`config.mk`:
```
export PLATFORM = sky130hd
export DESIGN_NAME = wake_tmr
export DESIGN_NICKNAME = d
export VERILOG_FILES = /design/src/rtl/wake_tmr_pkg.sv /design/src/rtl/wake_tmr_presc.sv /design/src/rtl/wake_tmr_cnt.sv /design/src/rtl/wake_tmr_flags.sv /design/src/rtl/wake_tmr.sv
export SDC_FILE = /design/constraint.sdc
export NUM_CORES = 1
export LEC_CHECK = 0
export BUFFER_PORTS_ARGS = -buffer_cell sky130_fd_sc_hd__buf_2
export CORE_MARGIN = 1
export CORE_UTILIZATION = 50
export CTS_BUF_LIST = sky130_fd_sc_hd__clkbuf_8
export DETAILED_ROUTE_END_ITERATION = 6
export PLACE_DENSITY = 0.73
export SETUP_SLACK_MARGIN = 0.1
export SYNTH_ARGS = -nofsm -noshare
export SYNTH_HDL_FRONTEND = slang
export SYNTH_HIERARCHICAL = 1
export SYNTH_SLANG_ARGS = --single-unit
```
`constraint.sdc`:
```
create_clock -name clk_i -period 3.31 [get_ports clk_i]
set_clock_uncertainty 0.1 [all_clocks]
set_input_delay 0.4965 -clock clk_i [delete_from_list [all_inputs] [get_ports clk_i]]
set_output_delay 0.4965 -clock clk_i [all_outputs]
set_load 0.02 [all_outputs]
```
`src/rtl/wake_tmr_pkg.sv`:
```
`timescale 1ns/1ps
// Shared register addresses for the wakeup timer.
package wake_tmr_pkg;
    localparam int unsigned WT_ADDR_W = 3;

    typedef enum logic [WT_ADDR_W-1:0] {
        REG_CTRL   = 3'd0,
        REG_PRESC  = 3'd1,
        REG_COUNT  = 3'd2,
        REG_THRESH = 3'd3,
        REG_CAUSE  = 3'd4,
        REG_STAT   = 3'd5
    } wt_reg_e;
endpackage

```
`src/rtl/wake_tmr_presc.sv`:
```
`timescale 1ns/1ps
// Prescale divider: emits one tick every DIV+1 enabled cycles.
// Assumes div_i may change at any time; a phase at or past it wraps at once.
// Phase returns to zero whenever the timer is disabled.
module wake_tmr_presc #(
    parameter int unsigned PRE_W = 12
) (
    input  logic             clk_i,
    input  logic             rst_ni,
    input  logic             en_i,
    input  logic [PRE_W-1:0] div_i,
    output logic             tick_o
);
    logic [PRE_W-1:0] phase_q;
    logic             wrap;

    assign wrap   = (phase_q >= div_i);
    assign tick_o = en_i && wrap;

    // Advance the phase, wrap at the divide value, clear when disabled.
    always_ff @(posedge clk_i) begin
        if (!rst_ni || !en_i) begin
            phase_q <= '0;
        end else if (wrap) begin
            phase_q <= '0;
        end else begin
            phase_q <= phase_q + 1'b1;
        end
    end
endmodule

```
`src/rtl/wake_tmr_cnt.sv`:
```
`timescale 1ns/1ps
// Count register with direct load and threshold compare.
// A load beats a tick in the same cycle. hit_o flags a tick whose stepped
// value is at or above the threshold; the compare is one bit wider so a
// wrap past the top also counts as reaching it.
module wake_tmr_cnt #(
    parameter int unsigned CNT_W = 32
) (
    input  logic             clk_i,
    input  logic             rst_ni,
    input  logic             tick_i,
    input  logic             ld_i,
    input  logic [CNT_W-1:0] ld_val_i,
    input  logic [CNT_W-1:0] thresh_i,
    output logic [CNT_W-1:0] count_o,
    output logic             hit_o
);
    logic [CNT_W-1:0] count_q;
    logic [CNT_W:0]   stepped;

    assign stepped = {1'b0, count_q} + 1'b1;
    assign hit_o   = tick_i && !ld_i && (stepped >= {1'b0, thresh_i});
    assign count_o = count_q;

    // Load from software first, otherwise step on each tick.
    always_ff @(posedge clk_i) begin
        if (!rst_ni) begin
            count_q <= '0;
        end else if (ld_i) begin
            count_q <= ld_val_i;
        end else if (tick_i) begin
            count_q <= stepped[CNT_W-1:0];
        end
    end
endmodule

```
`src/rtl/wake_tmr_flags.sv`:
```
`timescale 1ns/1ps
// Sticky wakeup and interrupt flags.
// The wakeup flag is a plain stored bit; the interrupt is cleared by a write of 1.
// A new expiry in the same cycle as a clear leaves the flag set.
module wake_tmr_flags (
    input  logic clk_i,
    input  logic rst_ni,
    input  logic fire_i,
    input  logic cause_we_i,
    input  logic cause_wd_i,
    input  logic stat_clr_i,
    output logic wake_o,
    output logic irq_o
);
    logic wake_q;
    logic irq_q;

    // Wakeup flag: set by expiry, otherwise follows software writes.
    always_ff @(posedge clk_i) begin
        if (!rst_ni) begin
            wake_q <= 1'b0;
        end else if (fire_i) begin
            wake_q <= 1'b1;
        end else if (cause_we_i) begin
            wake_q <= cause_wd_i;
        end
    end

    // Interrupt flag: set by expiry, cleared by a write-one.
    always_ff @(posedge clk_i) begin
        if (!rst_ni) begin
            irq_q <= 1'b0;
        end else if (fire_i) begin
            irq_q <= 1'b1;
        end else if (stat_clr_i) begin
            irq_q <= 1'b0;
        end
    end

    assign wake_o = wake_q;
    assign irq_o  = irq_q;
endmodule

```
`src/rtl/wake_tmr.sv`:
```
`timescale 1ns/1ps
// Prescaled wakeup timer top: register file, divider, counter and sticky flags.
// Assumes at most one register write per cycle. Reads are combinational.
module wake_tmr
    import wake_tmr_pkg::*;
#(
    parameter int unsigned CNT_W = 32,
    parameter int unsigned PRE_W = 12
) (
    input  logic                 clk_i,
    input  logic                 rst_ni,
    input  logic                 wr_en_i,
    input  logic [WT_ADDR_W-1:0] wr_addr_i,
    input  logic [CNT_W-1:0]     wr_data_i,
    input  logic [WT_ADDR_W-1:0] rd_addr_i,
    output logic [CNT_W-1:0]     rd_data_o,
    output logic                 wake_req_o,
    output logic                 irq_o
);
    localparam int unsigned PAD_W = CNT_W - PRE_W;

    logic             en_q;
    logic [PRE_W-1:0] presc_q;
    logic [CNT_W-1:0] thresh_q;
    logic [CNT_W-1:0] cnt_val;
    logic             tick;
    logic             fire;
    logic             we_ctrl, we_presc, we_count, we_thresh, we_cause, we_stat;

    assign we_ctrl   = wr_en_i && (wr_addr_i == REG_CTRL);
    assign we_presc  = wr_en_i && (wr_addr_i == REG_PRESC);
    assign we_count  = wr_en_i && (wr_addr_i == REG_COUNT);
    assign we_thresh = wr_en_i && (wr_addr_i == REG_THRESH);
    assign we_cause  = wr_en_i && (wr_addr_i == REG_CAUSE);
    assign we_stat   = wr_en_i && (wr_addr_i == REG_STAT);

    // Configuration registers written by software.
    always_ff @(posedge clk_i) begin
        if (!rst_ni) begin
            en_q     <= 1'b0;
            presc_q  <= '0;
            thresh_q <= '0;
        end else begin
            if (we_ctrl)   en_q     <= wr_data_i[0];
            if (we_presc)  presc_q  <= wr_data_i[PRE_W-1:0];
            if (we_thresh) thresh_q <= wr_data_i;
        end
    end

    wake_tmr_presc #(.PRE_W(PRE_W)) presc_i (
        .clk_i  (clk_i),
        .rst_ni (rst_ni),
        .en_i   (en_q),
        .div_i  (presc_q),
        .tick_o (tick)
    );

    wake_tmr_cnt #(.CNT_W(CNT_W)) cnt_i (
        .clk_i    (clk_i),
        .rst_ni   (rst_ni),
        .tick_i   (tick),
        .ld_i     (we_count),
        .ld_val_i (wr_data_i),
        .thresh_i (thresh_q),
        .count_o  (cnt_val),
        .hit_o    (fire)
    );

    wake_tmr_flags flags_i (
        .clk_i      (clk_i),
        .rst_ni     (rst_ni),
        .fire_i     (fire),
        .cause_we_i (we_cause),
        .cause_wd_i (wr_data_i[0]),
        .stat_clr_i (we_stat && wr_data_i[0]),
        .wake_o     (wake_req_o),
        .irq_o      (irq_o)
    );

    // Read multiplexer; unused bits and addresses return zero.
    always_comb begin
        rd_data_o = '0;
        case (rd_addr_i)
            REG_CTRL:   rd_data_o[0] = en_q;
            REG_PRESC:  rd_data_o = {{PAD_W{1'b0}}, presc_q};
            REG_COUNT:  rd_data_o = cnt_val;
            REG_THRESH: rd_data_o = thresh_q;
            REG_CAUSE:  rd_data_o[0] = wake_req_o;
            REG_STAT:   rd_data_o[0] = irq_o;
            default:    rd_data_o = '0;
        endcase
    end
endmodule

```
## Word level (Yosys, flattened, before mapping)

Index checks and enable logic that the tools add are counted.

- Logic and storage cells: 49
- Register bits: 91
- Input bits: 41
- Output and inout port bits: 34

- Reduce and logical (&&, ||, !) cells: 20
- Eq/ne operators: 10
- Add/sub/neg operators: 2
- Multiplexer cells: 8
- $lt $le $gt $ge: 2

Operators by type and width:

| operator | count |
|---|---|
| case mux 31 bit (3 select lines) | 1 |
| 2-to-1 mux 32 bit | 2 |
| adder 32 x 1 -> 33 bit (second input constant) | 1 |
| >= comparator 33 x 32 -> 1 bit | 1 |
| adder 12 x 1 -> 12 bit (second input constant) | 1 |
| equality test 3 x 2 -> 1 bit (second input constant) | 4 |
| equality test 3 bit (second input constant) | 4 |
| >= comparator 12 bit | 1 |
| logical AND 1 bit | 10 |
| equality test 3 x 1 -> 1 bit (second input constant) | 2 |
| zero test 3 bit | 2 |
| case mux 1 bit (6 select lines) | 1 |
| nonzero test 2 bit | 3 |
| 2-to-1 mux 1 bit | 4 |
| zero test 1 bit | 3 |
| OR reduction 2 bit | 1 |
| logical OR 1 bit | 1 |

## Depth between registers and ports, before layout

Gate-level depths: netlist (run 1).

- Word-level depth: 6
- Mapped depth: 15
- Mapped depth without buffers: 13

## Modules after synthesis

The synthesis (run 1) kept the hierarchy.

By module, submodules not included:

| module | seq. area each (um^2) | cells an instance | area an instance (um^2) | instances |
|---|---|---|---|---|
| wake_tmr_cnt | 640.6 | 398 | 2980.4 | 1 |
| wake_tmr | 900.9 | 271 | 2288.4 | 1 |
| wake_tmr_presc | 240.2 | 98 | 870.8 | 1 |
| wake_tmr_flags | 40.0 | 6 | 72.6 | 1 |

## Worst setup path before layout (run 1)

Ideal clock, no wire load.

- Path type: reg-to-reg
- Start: register cnt_i.count_q[0] (netlist: cnt_i/count_o[0])
- End: register flags_i.irq_q (netlist: flags_i/irq_o)
- Slack: -134 ps
- Setup time: 58 ps
- Arrival time: 3285 ps
- Stages on the path, launching flop included: 15
- Period minus slack after synthesis: 3444 ps
- Path buffers: 1
- Required time: 3152 ps
- Cells stage by stage: dfxtp_1 ha_1 nand3_4 or4_4 buf_6 nor4_1 xor2_1 ha_1 nand4_1 nor3_1 a31oi_1 o211ai_1 a31oi_1 o41ai_1 o21a_1

- Word-level cells in the longest chain between the ends: 4
- Elaborated cells on any way between the ends: 5
- Classes of those cells: 1 x add/sub; 1 x order compare; 1 x mux; 2 x reduce/logical

Ends and longest elaborated chain:

| item | RTL line | source |
|---|---|---|
| start: declaration | wake_tmr_cnt.sv:18 | `logic [CNT_W-1:0] count_q;` |
| start signal: assignment | wake_tmr_cnt.sv:30 | `count_q <= ld_val_i;` |
| start signal: assignment | wake_tmr_cnt.sv:32 | `count_q <= stepped[CNT_W-1:0];` |
| adder 32 x 1 -> 33 bit (*) | wake_tmr_cnt.sv:21 | `assign stepped = {1'b0, count_q} + 1'b1;` |
| >= comparator 33 x 32 -> 1 bit (*) | wake_tmr_cnt.sv:22 | `assign hit_o = tick_i && !ld_i && (stepped >= {1'b0, thresh_i});` |
| logical AND 1 bit (*) | wake_tmr_cnt.sv:22 |  |
| via fire | wake_tmr.sv:27 | `logic fire;` |
| 2-to-1 mux 1 bit / nonzero test 2 bit (equally long branches) | n/a |  |
| end signal: assignment | wake_tmr_flags.sv:32 | `irq_q <= 1'b0;` |
| end signal: assignment | wake_tmr_flags.sv:34 | `irq_q <= 1'b1;` |
| end signal: assignment | wake_tmr_flags.sv:36 | `irq_q <= 1'b0;` |
| end: declaration | wake_tmr_flags.sv:16 | `logic irq_q;` |

Mark *: on every way through the listed nets, which the timed path passes. The rest lies on a longest branch.
A chain may end at the register's enable or synchronous reset.

## Worst setup path in the final report (run 1)

- Start: register cnt_i.count_q[1] (netlist: cnt_i/count_o[1])
- End: register flags_i.wake_q (netlist: flags_i/wake_o)

- Word-level cells in the longest chain between the ends: 4
- Elaborated cells on any way between the ends: 5
- Classes of those cells: 1 x add/sub; 1 x order compare; 1 x mux; 2 x reduce/logical

Ends and longest elaborated chain:

| item | RTL line | source |
|---|---|---|
| adder 32 x 1 -> 33 bit (*) | wake_tmr_cnt.sv:21 |  |
| >= comparator 33 x 32 -> 1 bit (*) | wake_tmr_cnt.sv:22 |  |
| logical AND 1 bit (*) | wake_tmr_cnt.sv:22 |  |
| via fire | wake_tmr.sv:27 |  |
| 2-to-1 mux 1 bit / nonzero test 2 bit (equally long branches) | n/a |  |
| end signal: assignment | wake_tmr_flags.sv:25 | `wake_q <= cause_wd_i;` |
| end: declaration | wake_tmr_flags.sv:15 | `logic wake_q;` |

Marked as above.

==> summary by stage, run 1 <==
Run status
The run finished with clean final reports.

Die
The total die area is around 13000 um^2. After floorplanning, the core was sized to cover 12100 um^2. The die width is around 110 um. The effective utilization at floorplan is slightly above 50%. The count of pins on the block boundary is 75.

After floorplanning, the core was divided into 40 placement rows. Measured along the y axis, the die boundary spans 113 um.

Global routing
The global-route usage over all layers is a little over a quarter. The met1 track utilization from global routing is between 30% and 40%. The most utilized layer in the global route result is met2.

The number of antenna violations at the first check in global routing is 0. In the global route stage, met2 resource usage came out at between 40% and 50%. The total overflow left after global routing is 0.

The first global-routing pass estimated roughly 28000 um of wire. In the global route stage, met3 resource usage came out at 6.11%. The number of global-route vias before repair is between 5000 and 6000. The pin count of the biggest net entering global routing is 39.

Cells and area
After routing the design area is roughly 7300 um^2. 0 antenna diodes ended up in the layout. From synthesis to final layout, the design area changed by 17.1%. The total number of nets in the final design is about 950. The most common cell after layout, fill and taps aside is sky130_fd_sc_hd__nand2_1. The fraction of layout cells with a size suffix above 1 is between 20% and 30%. The area taken by multi-input logic gates is around 4100 um^2. In the layout the commonest cells are 128 x sky130_fd_sc_hd__nand2_1, 86 x sky130_fd_sc_hd__dfxtp_1, 74 x sky130_fd_sc_hd__buf_2. The total of fill cells in the finished design is about 1100. In the final layout, flip-flops and latches occupy ~1800 um^2. The number of standard cells in the layout, taps in and fillers out is 1033. The utilization of the core after routing is 60.3%.

Timing
After layout, the minimum clock period comes to between 3000 and 4000 ps. Hold timing on the final database bottoms out at a slack of around 260 ps. In this run the tightest slew margin relative to its limit is between 60% and 70%.

The number of slew-limit violations in the final report is 0. The fmax is slightly above 300 MHz. The transition time of the tightest slew-check pin is around 600 ps. The final hold violation count came to 0. The total negative setup slack is 0 ps. Setup repair after global routing could not meet its margin everywhere.

The final period utilization is between 90 and 100%. Setup violations remaining at the end of the flow were counted as 0. Setup slack on the critical path of the routed design comes to between 10 and 15 ps.

Clock tree
For this design, the sink count on the clock tree is just over 90. The number of levels in the clock H-tree is 3. The number of buffers inserted during clock tree synthesis is 9. The root buffer cell is sky130_fd_sc_hd__clkbuf_8. TritonCTS built the clock tree.

Clock latency on the worst-skew pair, taken at its later pin, is around 380 ps. The count of hold-fix buffers inserted at cts is 0. The clock transition at the register clock pins on the worst setup and hold paths after CTS is about 90 ps. The longest clock path from root to sink contains 2 buffers.

Route
The number of design-rule violations left by the first detailed-router iteration is 381. Dividing the detail-routed via count by the number of cells gives 5.61. The residual antenna-violating net count after detailed routing is 0. The count of vias placed by the detailed router is about 5800. The count of TritonRoute iterations in the first routing pass is 5. The number of remaining DRC errors is 0. The routed wire length is 16700 um. After detailed routing, the average wire length per cell comes to 16.2 um.

Critical path
The worst register-to-register path ends at flags_i/wake_o. Setup slack on the worst reg-to-reg path comes out at 10 ps. The type of origin of the critical path is a flip-flop. The arrival time of the worst setup path is around 3500 ps.

The biggest fanout along the worst timing path is 4. Measured in cells, the most critical reg-to-reg path has a length of 13. The data required time of the critical path is ~3500 ps. The reg-to-reg startpoint is cnt_i/count_o[1].

The critical path is of the reg -> reg type. STA classifies the critical path endpoint as a flip-flop.

Placed design
The number of buffer cells added on primary ports is between 70 and 80. In this run, placement finished with an instance count of about 1000. The HPWL after detailed placement is 12300 um. The cell area reported after detailed placement is around 6900 um^2.

The congestion estimate from routability-driven global placement came to roughly 0.88. At the placement stage, the worst setup path has a slack of -92.7 ps.

Yosys
Counting flops and latches in the post-synthesis netlist gives 91. The dominant synthesized flop cell is sky130_fd_sc_hd__dfxtp_1. The share of the yosys chip area belonging to registers is slightly below 30%. The instance count of the mapped netlist is ~770. The share of flip-flops with an asynchronous set or reset after synthesis is 0%. After synthesis the cells add up to between 6000 and 7000 um^2.

Averaged over all synthesized cells, the footprint is around 8.0 um^2. The largest area contributor in the netlist is sky130_fd_sc_hd__dfxtp_1. The area share of the largest cell type after synthesis is between 20% and 30%.

Counting distinct cell types in the post-synthesis netlist gives 65. The net count of the mapped netlist is 860. By area the synthesized netlist is led by sky130_fd_sc_hd__dfxtp_1 29%, sky130_fd_sc_hd__ha_1 9.3%, sky130_fd_sc_hd__nand2_1 7.8%. Counting flops with a built-in enable in the synthesized netlist gives 0. For this run, the number of Yosys warnings is 6.

Power and ir drop
For this design the static power due to leakage is 2.97 nW. For this design the ratio of total power to cell area is ~320 nW/um^2. Summing internal, switching and leakage power gives 2.33 mW. Across the VDD grid, the largest voltage drop is between 150 and 200 uV.

Worst hold path
The hold-critical path depth is 3. The terminating pin of the worst hold path is thresh_q[17]. The worst hold path begins at wr_data_i[17]. The path class of the tightest hold or removal check is in -> reg.

Flow run
Across the run, the number of max-cap violations was 0.
[synth_stat cells (3+ instances only)]
cell                       count
sky130_fd_sc_hd__a21oi_1      32
sky130_fd_sc_hd__xor2_1       35
sky130_fd_sc_hd__nor2b_1       6
sky130_fd_sc_hd__a21boi_0      6
sky130_fd_sc_hd__xnor2_1      35
sky130_fd_sc_hd__a21o_1        5
sky130_fd_sc_hd__a21boi_1     38
sky130_fd_sc_hd__a22oi_1      12
sky130_fd_sc_hd__ha_1         46
sky130_fd_sc_hd__dfxtp_1      91
sky130_fd_sc_hd__nor3_2       11
sky130_fd_sc_hd__nor3_1       16
sky130_fd_sc_hd__nand2_1     129
sky130_fd_sc_hd__and3_1        8
sky130_fd_sc_hd__inv_1        47
sky130_fd_sc_hd__nand3_1      26
sky130_fd_sc_hd__mux2i_1       6
sky130_fd_sc_hd__o21a_1        3
sky130_fd_sc_hd__mux2_2       12
sky130_fd_sc_hd__and4_1        4
sky130_fd_sc_hd__buf_2        15
sky130_fd_sc_hd__a211oi_1      5
sky130_fd_sc_hd__a22o_1       20
sky130_fd_sc_hd__clkbuf_1     20
sky130_fd_sc_hd__buf_6         6
sky130_fd_sc_hd__o21ai_0      24
sky130_fd_sc_hd__nand4_1      19
sky130_fd_sc_hd__and2_1        6
sky130_fd_sc_hd__nor2_1       47
[power by group]
group	switching, mW	internal [mW]
clock network	0.405	0.463
registers	0.0257	1.12
logic	0.180	0.135
[state kept, by name, summed over array words and instances, names as in the netlist]
name / count
flags_i/wake_o: 1
presc_i/phase_q: 12
cnt_i/count_o: 32
flags_i/irq_o: 1
thresh_q: 32
en_q: 1
presc_q: 12
[layer usage]
layer	share of wire, %	vias up
li1	-	2842
met1	46	2810
met2	48	125
met3	4.8	21
met4	1.6	0
met5	0	-
[how the worst max path moves through the flow]
stage,from,to,slack (ps),cells after the start
after floorplan,cnt_i/count_o[0],flags_i/irq_o,130,14
after global placement,cnt_i/count_o[0],flags_i/irq_o,30,13
after detailed placement,cnt_i/count_o[0],flags_i/wake_o,-90,13
after CTS,cnt_i/count_o[1],flags_i/wake_o,100,13
after global routing,cnt_i/count_o[1],flags_i/wake_o,-120,13
final,cnt_i/count_o[1],flags_i/wake_o,10,13
[worst max-delay path: stages, from the launching register on]
cell and delay, ps:
sky130_fd_sc_hd__dfxtp_4 380, sky130_fd_sc_hd__ha_4 140, sky130_fd_sc_hd__nand3_4 80, sky130_fd_sc_hd__or4_4 610, sky130_fd_sc_hd__buf_6 160, sky130_fd_sc_hd__nor4_4 320, sky130_fd_sc_hd__nand2_1 140, sky130_fd_sc_hd__xnor2_2 150
sky130_fd_sc_hd__ha_1 330, sky130_fd_sc_hd__a21o_1 180, sky130_fd_sc_hd__a21oi_2 130, sky130_fd_sc_hd__a311o_1 190, sky130_fd_sc_hd__o41ai_2 80, sky130_fd_sc_hd__o21a_1 190
[cell families (layout without fill, tap and decap cells)]
logic type                 count (synthesis)  count (layout)  share of synthesized area [%]
and+or+nand+nor                          295             295                           23.7
AOI/OAI and AO/OA                        161             161                           17.9
DFF                                       91              91                           29.3
buffers and inverters                     91             183                           6.59
xor gates and xnor gates                  70              70                           9.87
adders and majority gates                 46              46                           9.26
muxes                                     19              19                           3.32
[what timing repair did]
| action | CTS | global route |
|---|---|---|
| gates resized for setup | 9 | 13 |
| setup buffers | 4 | 2 |
| endpoints found under the setup margin | 2 | 6 |
| pin swaps | 14 | 17 |
[cell type report]
type	count	area share, %
clock buffers	11	2.08
flip-flops and latches	91	25.2
well taps	168	2.89
multi-input cells	591	56.3
repair buffers	120	10.1
inverters	48	2.48
clock inverters	4	1.02
Note: power is estimated with default switching activity, not from simulation.
==> run 2: changes to the inputs <==
Settings changed: SYNTH_HIERARCHICAL 1 to not set.
==> run 2 against run 1 <==
- sequential share of layout area increased by 1.2 points
- count of clock-buffer cells in the layout is 1 higher
- final area down 4.4%
- largest cell class unchanged
==> summary by stage, run 2 <==
Run status
The run finished with clean final reports.

Critical path
The arrival time of the worst setup path is roughly 3300 ps. The critical path class is reg -> reg. The biggest fanout along the worst timing path is 5.

The worst setup path is launched from a flip-flop. For the worst setup path, the data required time is about 3500 ps. The worst setup path is captured at a flip-flop.

Yosys
Measured against the total synthesized area, the mux share comes to just over 3%. When the netlist entered floorplanning its net count stood at approximately 860. The average instance in the mapped netlist occupies just under 8 um^2. Of the post-synthesis cell area, the dominant cell type holds between 20% and 30%.

The post-synthesis xor/xnor area fraction is under 10%. The most common cell in the synthesized netlist is sky130_fd_sc_hd__nand2_1. The cell area that synthesis handed to floorplanning was 6100 um^2. In this run, synthesis produced a sequential element count of between 90 and 100. The combinational family with the most area after synthesis is simple AND/OR/NAND/NOR gates. The compound-gate portion of the synthesized area is between 10% and 20%.

The instance count of the mapped netlist is a little under 800. The post-synthesis share of cell area spent on full adders, half adders and majority gates is a little under a tenth. The simple-gate share of the synthesized area is roughly 22%. Sequential elements use 29.9% of the synthesized area. Yosys mapped a number of flops with a built-in enable equal to 0. By count the netlist is led by 114 x sky130_fd_sc_hd__nand2_1, 91 x sky130_fd_sc_hd__dfxtp_1, 52 x sky130_fd_sc_hd__xnor2_1.

In the post-synthesis netlist, the biggest area contributors are sky130_fd_sc_hd__dfxtp_1 30%, sky130_fd_sc_hd__ha_1 9.4%, sky130_fd_sc_hd__xnor2_1 7.5%. The biggest area contributor in the post-synthesis netlist is sky130_fd_sc_hd__dfxtp_1. The count of cell types in the netlist is between 50 and 60. The dominant synthesized flop cell is sky130_fd_sc_hd__dfxtp_1.

The number of warnings printed during yosys synthesis is 0. After synthesis, the share of flip-flops with an asynchronous set or reset is 0%.

Global routing
The number of global-route vias before repair is approximately 5500. The first global-routing pass estimated 26700 um of wire. Entering global routing, the biggest net connects between 40 and 50 pins. For this run the aggregate overflow at the end of global routing stands at 0. For this run, the total global-route usage over all layers was measured as between 20% and 30%. The number of antenna violations at the first check in global routing is 0.

Cells and area
The utilization of the core after routing is between 50% and 60%. The sequential cells in the finished layout cover a total of between 1500 and 2000 um^2. From synthesis to final layout, the design area changed by 14.0%. The total of fill cells in the finished design is 1030. The final layout contains about 900 nets. The number of antenna diodes in the final layout is 0. The area taken by multi-input logic gates is a little under 4000 um^2. The most common cell after layout, fill and taps aside is sky130_fd_sc_hd__nand2_1. Of the cells placed in the final design, the portion with a size suffix greater than 1 is 20.5%. The top cell types in the final layout, fill and taps aside, are 114 x sky130_fd_sc_hd__nand2_1, 84 x sky130_fd_sc_hd__dfxtp_1, 74 x sky130_fd_sc_hd__buf_2.

Timing
The final period utilization is 94.3%. Setup repair after global routing left no endpoint under its margin. The transition time of the tightest slew-check pin is between 900 and 1000 ps. Setup violations remaining at the end of the flow were counted as 0. The final hold violation count is 0. The number of slew-limit violations in the final report is 0. The worst-case headroom to the max-slew limit is around 38%. The total negative setup slack is 0 ps.

The fmax is around 320 MHz. Hold timing on the final database bottoms out at a slack of around 260 ps. The time the worst path needs with I/O delays and setup is between 3000 and 4000 ps.

Clock tree
The number of levels in the clock H-tree is 3. The tree is rooted in a sky130_fd_sc_hd__clkbuf_8. The CTS tree is yes. Clock-pin slew was measured on the worst setup and hold paths at ~90 ps. Counting the buffers created by CTS gives 9. The maximum count of clock buffers along a single path is 2. The clock drives about 90 sinks. Clock latency on the worst-skew pair, taken at its later pin, is approximately 380 ps.

Power and ir drop
Of the total power, the share spent switching nets is about 29%. Dividing total power by cell area gives a power density of approximately 320 nW/um^2. In this run the static leakage power is approximately 2.7 nW. In this run, the combinational gates consume ~16% of the power. The switching power total is 0.639 mW. Sequential cells account for between 50% and 60% of the total power. The worst ir drop on vdd is a little under 300 uV. Internal power comes to roughly 1.6 mW.

The power after layout is about 2.2 mW. The part of the power in the clock network is around 33%.

Placed design
Port buffering added 74 buffers. The HPWL after detailed placement is 11700 um. The final weighted congestion of routability-driven global placement is approximately 0.91.

Route
In the routed layout, each cell is associated on average with a via count of 5.83. In this run the remaining antenna-violating nets after routing total 0. The count of vias placed by the detailed router is about 5700. The number of remaining DRC errors is 0. Before antenna repair, the detailed router went through 5 iterations. The number of design-rule violations left by the first detailed-router iteration is 420. The routed wire length is around 16000 um. After detailed routing, the average wire length per cell comes to 16.5 um.

Die
Measured along the x axis, the die boundary spans 112 um. For this design the top-level I/O count stands at between 70 and 80. The effective utilization at floorplan is about 52%. The total die area is between 10000 and 15000 um^2. From bottom edge to top edge, the die measures around 110 um. The placeable core region is ~12000 um^2. The number of core rows is 39.

Worst hold path
The worst min-delay path category is in -> reg.

Flow run
Across the run, the number of max-cap violations was 0.
## run 2: area by class of cell
class	instances	share of cell area (%)
flip-flops and latches	91	26.4
well taps	143	2.57
multi-input cells	581	57.0
clock inverters	3	0.198
clock buffers	12	2.38
repair buffers	107	8.94
inverters	47	2.54
## run 2: what timing repair did
action	CTS	global route
setup endpoints to repair	0	2
gates resized for setup	0	22
hold endpoints to repair	0	0
setup buffers	0	10
hold buffers	0	0
## run 2: worst max-delay path: stages (launching register included)
cell and delay, ps:
sky130_fd_sc_hd__dfxtp_4 370, sky130_fd_sc_hd__buf_6 120, sky130_fd_sc_hd__nand4_1 170, sky130_fd_sc_hd__nor4_4 440, sky130_fd_sc_hd__buf_4 180, sky130_fd_sc_hd__nand3_1 130, sky130_fd_sc_hd__xnor2_1 180, sky130_fd_sc_hd__ha_1 300
sky130_fd_sc_hd__nand3_1 150, sky130_fd_sc_hd__nor2_1 80, sky130_fd_sc_hd__a221oi_1 280, sky130_fd_sc_hd__nand4_1 200, sky130_fd_sc_hd__nor3_2 220, sky130_fd_sc_hd__a21oi_1 90
## run 2: logic make-up (layout without fill, tap and decap cells)
group | after synthesis | count (layout)
muxes | 16 | 16
adders and majority gates | 46 | 46
xor gates and xnor gates | 68 | 68
AOI/OAI and AO/OA | 182 | 182
and+or+nand+nor | 269 | 269
DFF | 91 | 91
buffers and inverters | 100 | 169
## run 2: power by group through the flow
stage	Sequential (mW)	Combinational, mW	Clock [mW]
final	1.15	0.349	0.730
after global routing	1.15	0.383	0.774
after CTS	1.15	0.328	0.732
after detailed placement	1.17	0.326	0
after global placement	1.17	0.317	0
after floorplan	1.16	0.224	0
## run 2: worst paths after layout
kind | slack, ps | from | to | cells after the start
worst max-delay path | 190 | cnt_i.count_o[0] | flags_i.irq_o | 13
worst min-delay path | 260 | wr_data_i[18] | thresh_q[18] | 3
worst max register to register | 190 | cnt_i.count_o[0] | flags_i.irq_o | 13
worst min register to register | 380 | thresh_q[25] | thresh_q[25] | 2
## run 2: per-layer routing
metal	global-route usage, %	vias to the layer above	share of wire, %
met5	0	-	0
li1	-	2805	-
met2	43.6	174	46
met4	8.00	0	1.6
met1	34.3	2731	47
met3	5.35	22	5.1
## run 2: per-stage QoR
step | area, um^2 | std cells | setup slack, ps
global route | 6950 | 984 | 52.2
finish | 6950 | 984 | 187
CTS | 6800 | 974 | 101
floorplan | 6100 | 772 | 256
global placement | 6620 | 959 | 177
detailed placement | 6620 | 959 | 84.6
==> run 3: changes to the inputs <==
Settings changed: CORE_UTILIZATION 50 to 45, PLACE_DENSITY 0.73 to not set.
Clock period 3.31 ns to 3.5 ns, I/O delays scaled along.
==> run 3 against run 2 <==
- combinational power fell by 11%
- first-iteration DRC count shrank 6.9%
- wire length down 1.7%
- power decreased by 2.2%
- sequential power fell by 5%
- highest routed layer unchanged
- count of clock-buffer cells in the layout unchanged
- sequential share of layout area is essentially flat
- clock power up 6.6%
- critical path depth shrank 2
==> summary by stage, run 3 (synthesis gave the netlist of run 2 again) <==
Run status
The flow ran to the end, and the final reports show no timing, DRC or antenna violations.

Clock tree
TritonCTS built the clock tree. The maximum count of clock buffers along a single path is 2. CTS saw 91 sinks.

The number of hold buffers added after CTS was 0. Buffers inserted during clock tree synthesis total 9. The clock transition at the register clock pins on the worst setup and hold paths after CTS is approximately 100 ps. The insertion delay of the later-clocked pin in the worst-skew pair is 390 ps. The root buffer cell chosen for the clock tree is sky130_fd_sc_hd__clkbuf_8.

The number of levels in the clock H-tree is 3.

Cells and area
For this run, the post-layout net count is 915. In the layout the commonest cells are 114 x sky130_fd_sc_hd__nand2_1, 90 x sky130_fd_sc_hd__dfxtp_1, 74 x sky130_fd_sc_hd__buf_2. The number of inserted diodes is 0.

For this run, the number of standard cells in the final layout without fillers is 1009. The area growth from synthesis to layout is 13.1%. The most common cell after layout, fill and taps aside is sky130_fd_sc_hd__nand2_1. Summing all non-filler instances in the final layout gives an area of approximately 6900 um^2. Of the cells placed in the final design, the portion with a size suffix greater than 1 is roughly 18%.

Route
After detailed routing, the number of remaining DRC violations is 0. In the final routed layout, each cell accounts on average for around 16 um. The count of TritonRoute iterations in the first routing pass is 5. The number of design-rule violations left by the first detailed-router iteration is slightly below 400. Once detail routing completed, the nets flagged for antenna violations numbered 0.

The detailed router placed 5592 vias in this run. After detailed routing, the number of vias per cell comes to 5.54. The routed wire length is between 15000 and 20000 um.

Worst hold path
The worst min-delay path category is in -> reg.

Placed design
The HPWL after detailed placement is 11500 um. The cell area reported after detailed placement is roughly 6600 um^2. The instance count after placement with tap cells included is a little under 1000. The final weighted congestion of routability-driven global placement is 0.833. Buffers placed on the I/O ports in this run total 74.

Global routing
The pin count of the biggest net entering global routing is 65. The number of antenna violations at the first check in global routing is 0. The global-route wire length before repair is 26600 um. Global routing consumed, over all layers together, approximately a quarter of the routing resources. The number of global-route vias before repair is between 5000 and 6000. The global-route congestion overflow total is 0.

Power and ir drop
Dividing total power by cell area gives a power density of 316 nW/um^2. The worst ir drop on vdd is around 230 uV. Summed over all cells, the static leakage comes to approximately 2.6 nW.

Timing
The final hold violation count is 0. The number of slew-limit violations in the final report was 0. After layout, the worst path uses 90.8% of the clock period. The total setup violations reported at the end of the flow is 0.

Setup repair after global routing left no endpoint under its margin. The transition time of the tightest slew-check pin is roughly 1100 ps. The worst pin sits at a relative slew slack of between 20% and 30%. The total negative setup slack is 0 ps. The time the worst path needs with I/O delays and setup is 3180 ps. For this run, the top clock speed supported by timing is approximately 310 MHz.

Critical path
The largest single stage delay on the critical path is between 500 and 600 ps. The critical path class is reg -> reg. Data on the critical path is required at its endpoint by about 3700 ps. The type of origin of the critical path is a flip-flop. The most numerous cell type found on the critical path is sky130_fd_sc_hd__nand4_1.

The biggest fanout along the worst timing path is 6. The worst-case register-to-register setup slack is 320 ps. The slowest library cell on the worst path is sky130_fd_sc_hd__dfxtp_1.

Walking the worst path, the cells encountered are nand4_4, nor4_4, buf_4, nand4_1, xnor2_1, ha_1, nand4_1, nor4bb_2, nor2b_1, o41ai_2, a21oi_1. The worst setup path is captured at a flip-flop. On the critical path the largest part of the delay comes from simple AND/OR/NAND/NOR gates.

Counting both buffers and inverters, the worst setup path holds a total of 1. At the worst endpoint, the arrival time is 3400 ps.

Die
The total die area is 14000 um^2. From left edge to right edge, the die measures 118 um. The number of core rows is 42. The die extent in y is about 120 um. For this design the top-level I/O count stands at 75. The effective utilization at floorplan is a little under half. In this run the standard cell core region covers around 13000 um^2.

Flow run
The number of max-capacitance violations reported is 0.
run 3: changes by cell type in the layout (fill, tap and decap cells not counted), moves of 2 or more:
cell / change
sky130_fd_sc_hd__nand3_1: +2
sky130_fd_sc_hd__dfxtp_4: -2
sky130_fd_sc_hd__nor3_1: +2
sky130_fd_sc_hd__buf_4: -8
sky130_fd_sc_hd__dfxtp_2: -4
sky130_fd_sc_hd__nor2_2: -2
sky130_fd_sc_hd__nand3_2: -2
sky130_fd_sc_hd__nor3_2: -2
sky130_fd_sc_hd__dfxtp_1: +6
sky130_fd_sc_hd__nor2_1: +2
run 3: layer usage:
layer / wire length (um) / up-vias / track usage (%)
met5: 0 / - / 0
li1: - / 2788 / -
met1: 7880 / 2659 / 33.0
met2: 7060 / 124 / 37.5
met3: 708 / 21 / 3.47
met4: 278 / 0 / 8.07
run 3: worst paths after layout:
kind | startpoint | endpoint | cells after the start
setup / recovery | cnt_i.count_o[8] | flags_i.irq_o | 11
hold / removal | wr_data_i[13] | thresh_q[13] | 3
setup reg to reg | cnt_i.count_o[8] | flags_i.irq_o | 11
hold reg to reg | thresh_q[5] | thresh_q[5] | 2
run 3: cell type report:
| class | instances | area [um^2] |
|---|---|---|
| timing repair buffer | 98 | 551 |
| clock inverter | 4 | 47.5 |
| tap | 176 | 220 |
| multi-input combinational | 581 | 3920 |
| fill | 1335 | 6340 |
| sequential | 91 | 1820 |
| clock buffer | 12 | 165 |
| inverter | 47 | 176 |
run 3: report_power, final:
part | leakage (nW) | internal, mW | switching (mW)
Clock | 0.108 | 0.386 | 0.392
Combinational | 1.76 | 0.127 | 0.183
Sequential | 0.737 | 1.06 | 0.0307
Total | 2.61 | 1.57 | 0.606
run 3: timing repair:
item                       4_1_cts  5_1_grt
buffers inserted                 0        8
setup endpoints to repair        0        2
resized for setup                0        3
run 3: metrics by stage:
stage | hold slack, ps | setup WS, ps | util, % | power (mW)
4_1_cts | 277 | 199 | 51.5 | 2.19
5_1_grt | 294 | 86.2 | 52.1 | 2.27
2_1_floorplan | 330 | 446 | - | 1.31
6_report | 291 | 320 | 52.1 | 2.18
3_5_place_dp | 371 | 208 | 49.9 | 1.42
3_3_place_gp | 353 | 312 | 49.9 | 1.41
run 3: worst min-delay path: stages:
cell and delay [ps]:
sky130_fd_sc_hd__buf_2 110, sky130_fd_sc_hd__nand2_1 40, sky130_fd_sc_hd__a21boi_0 60
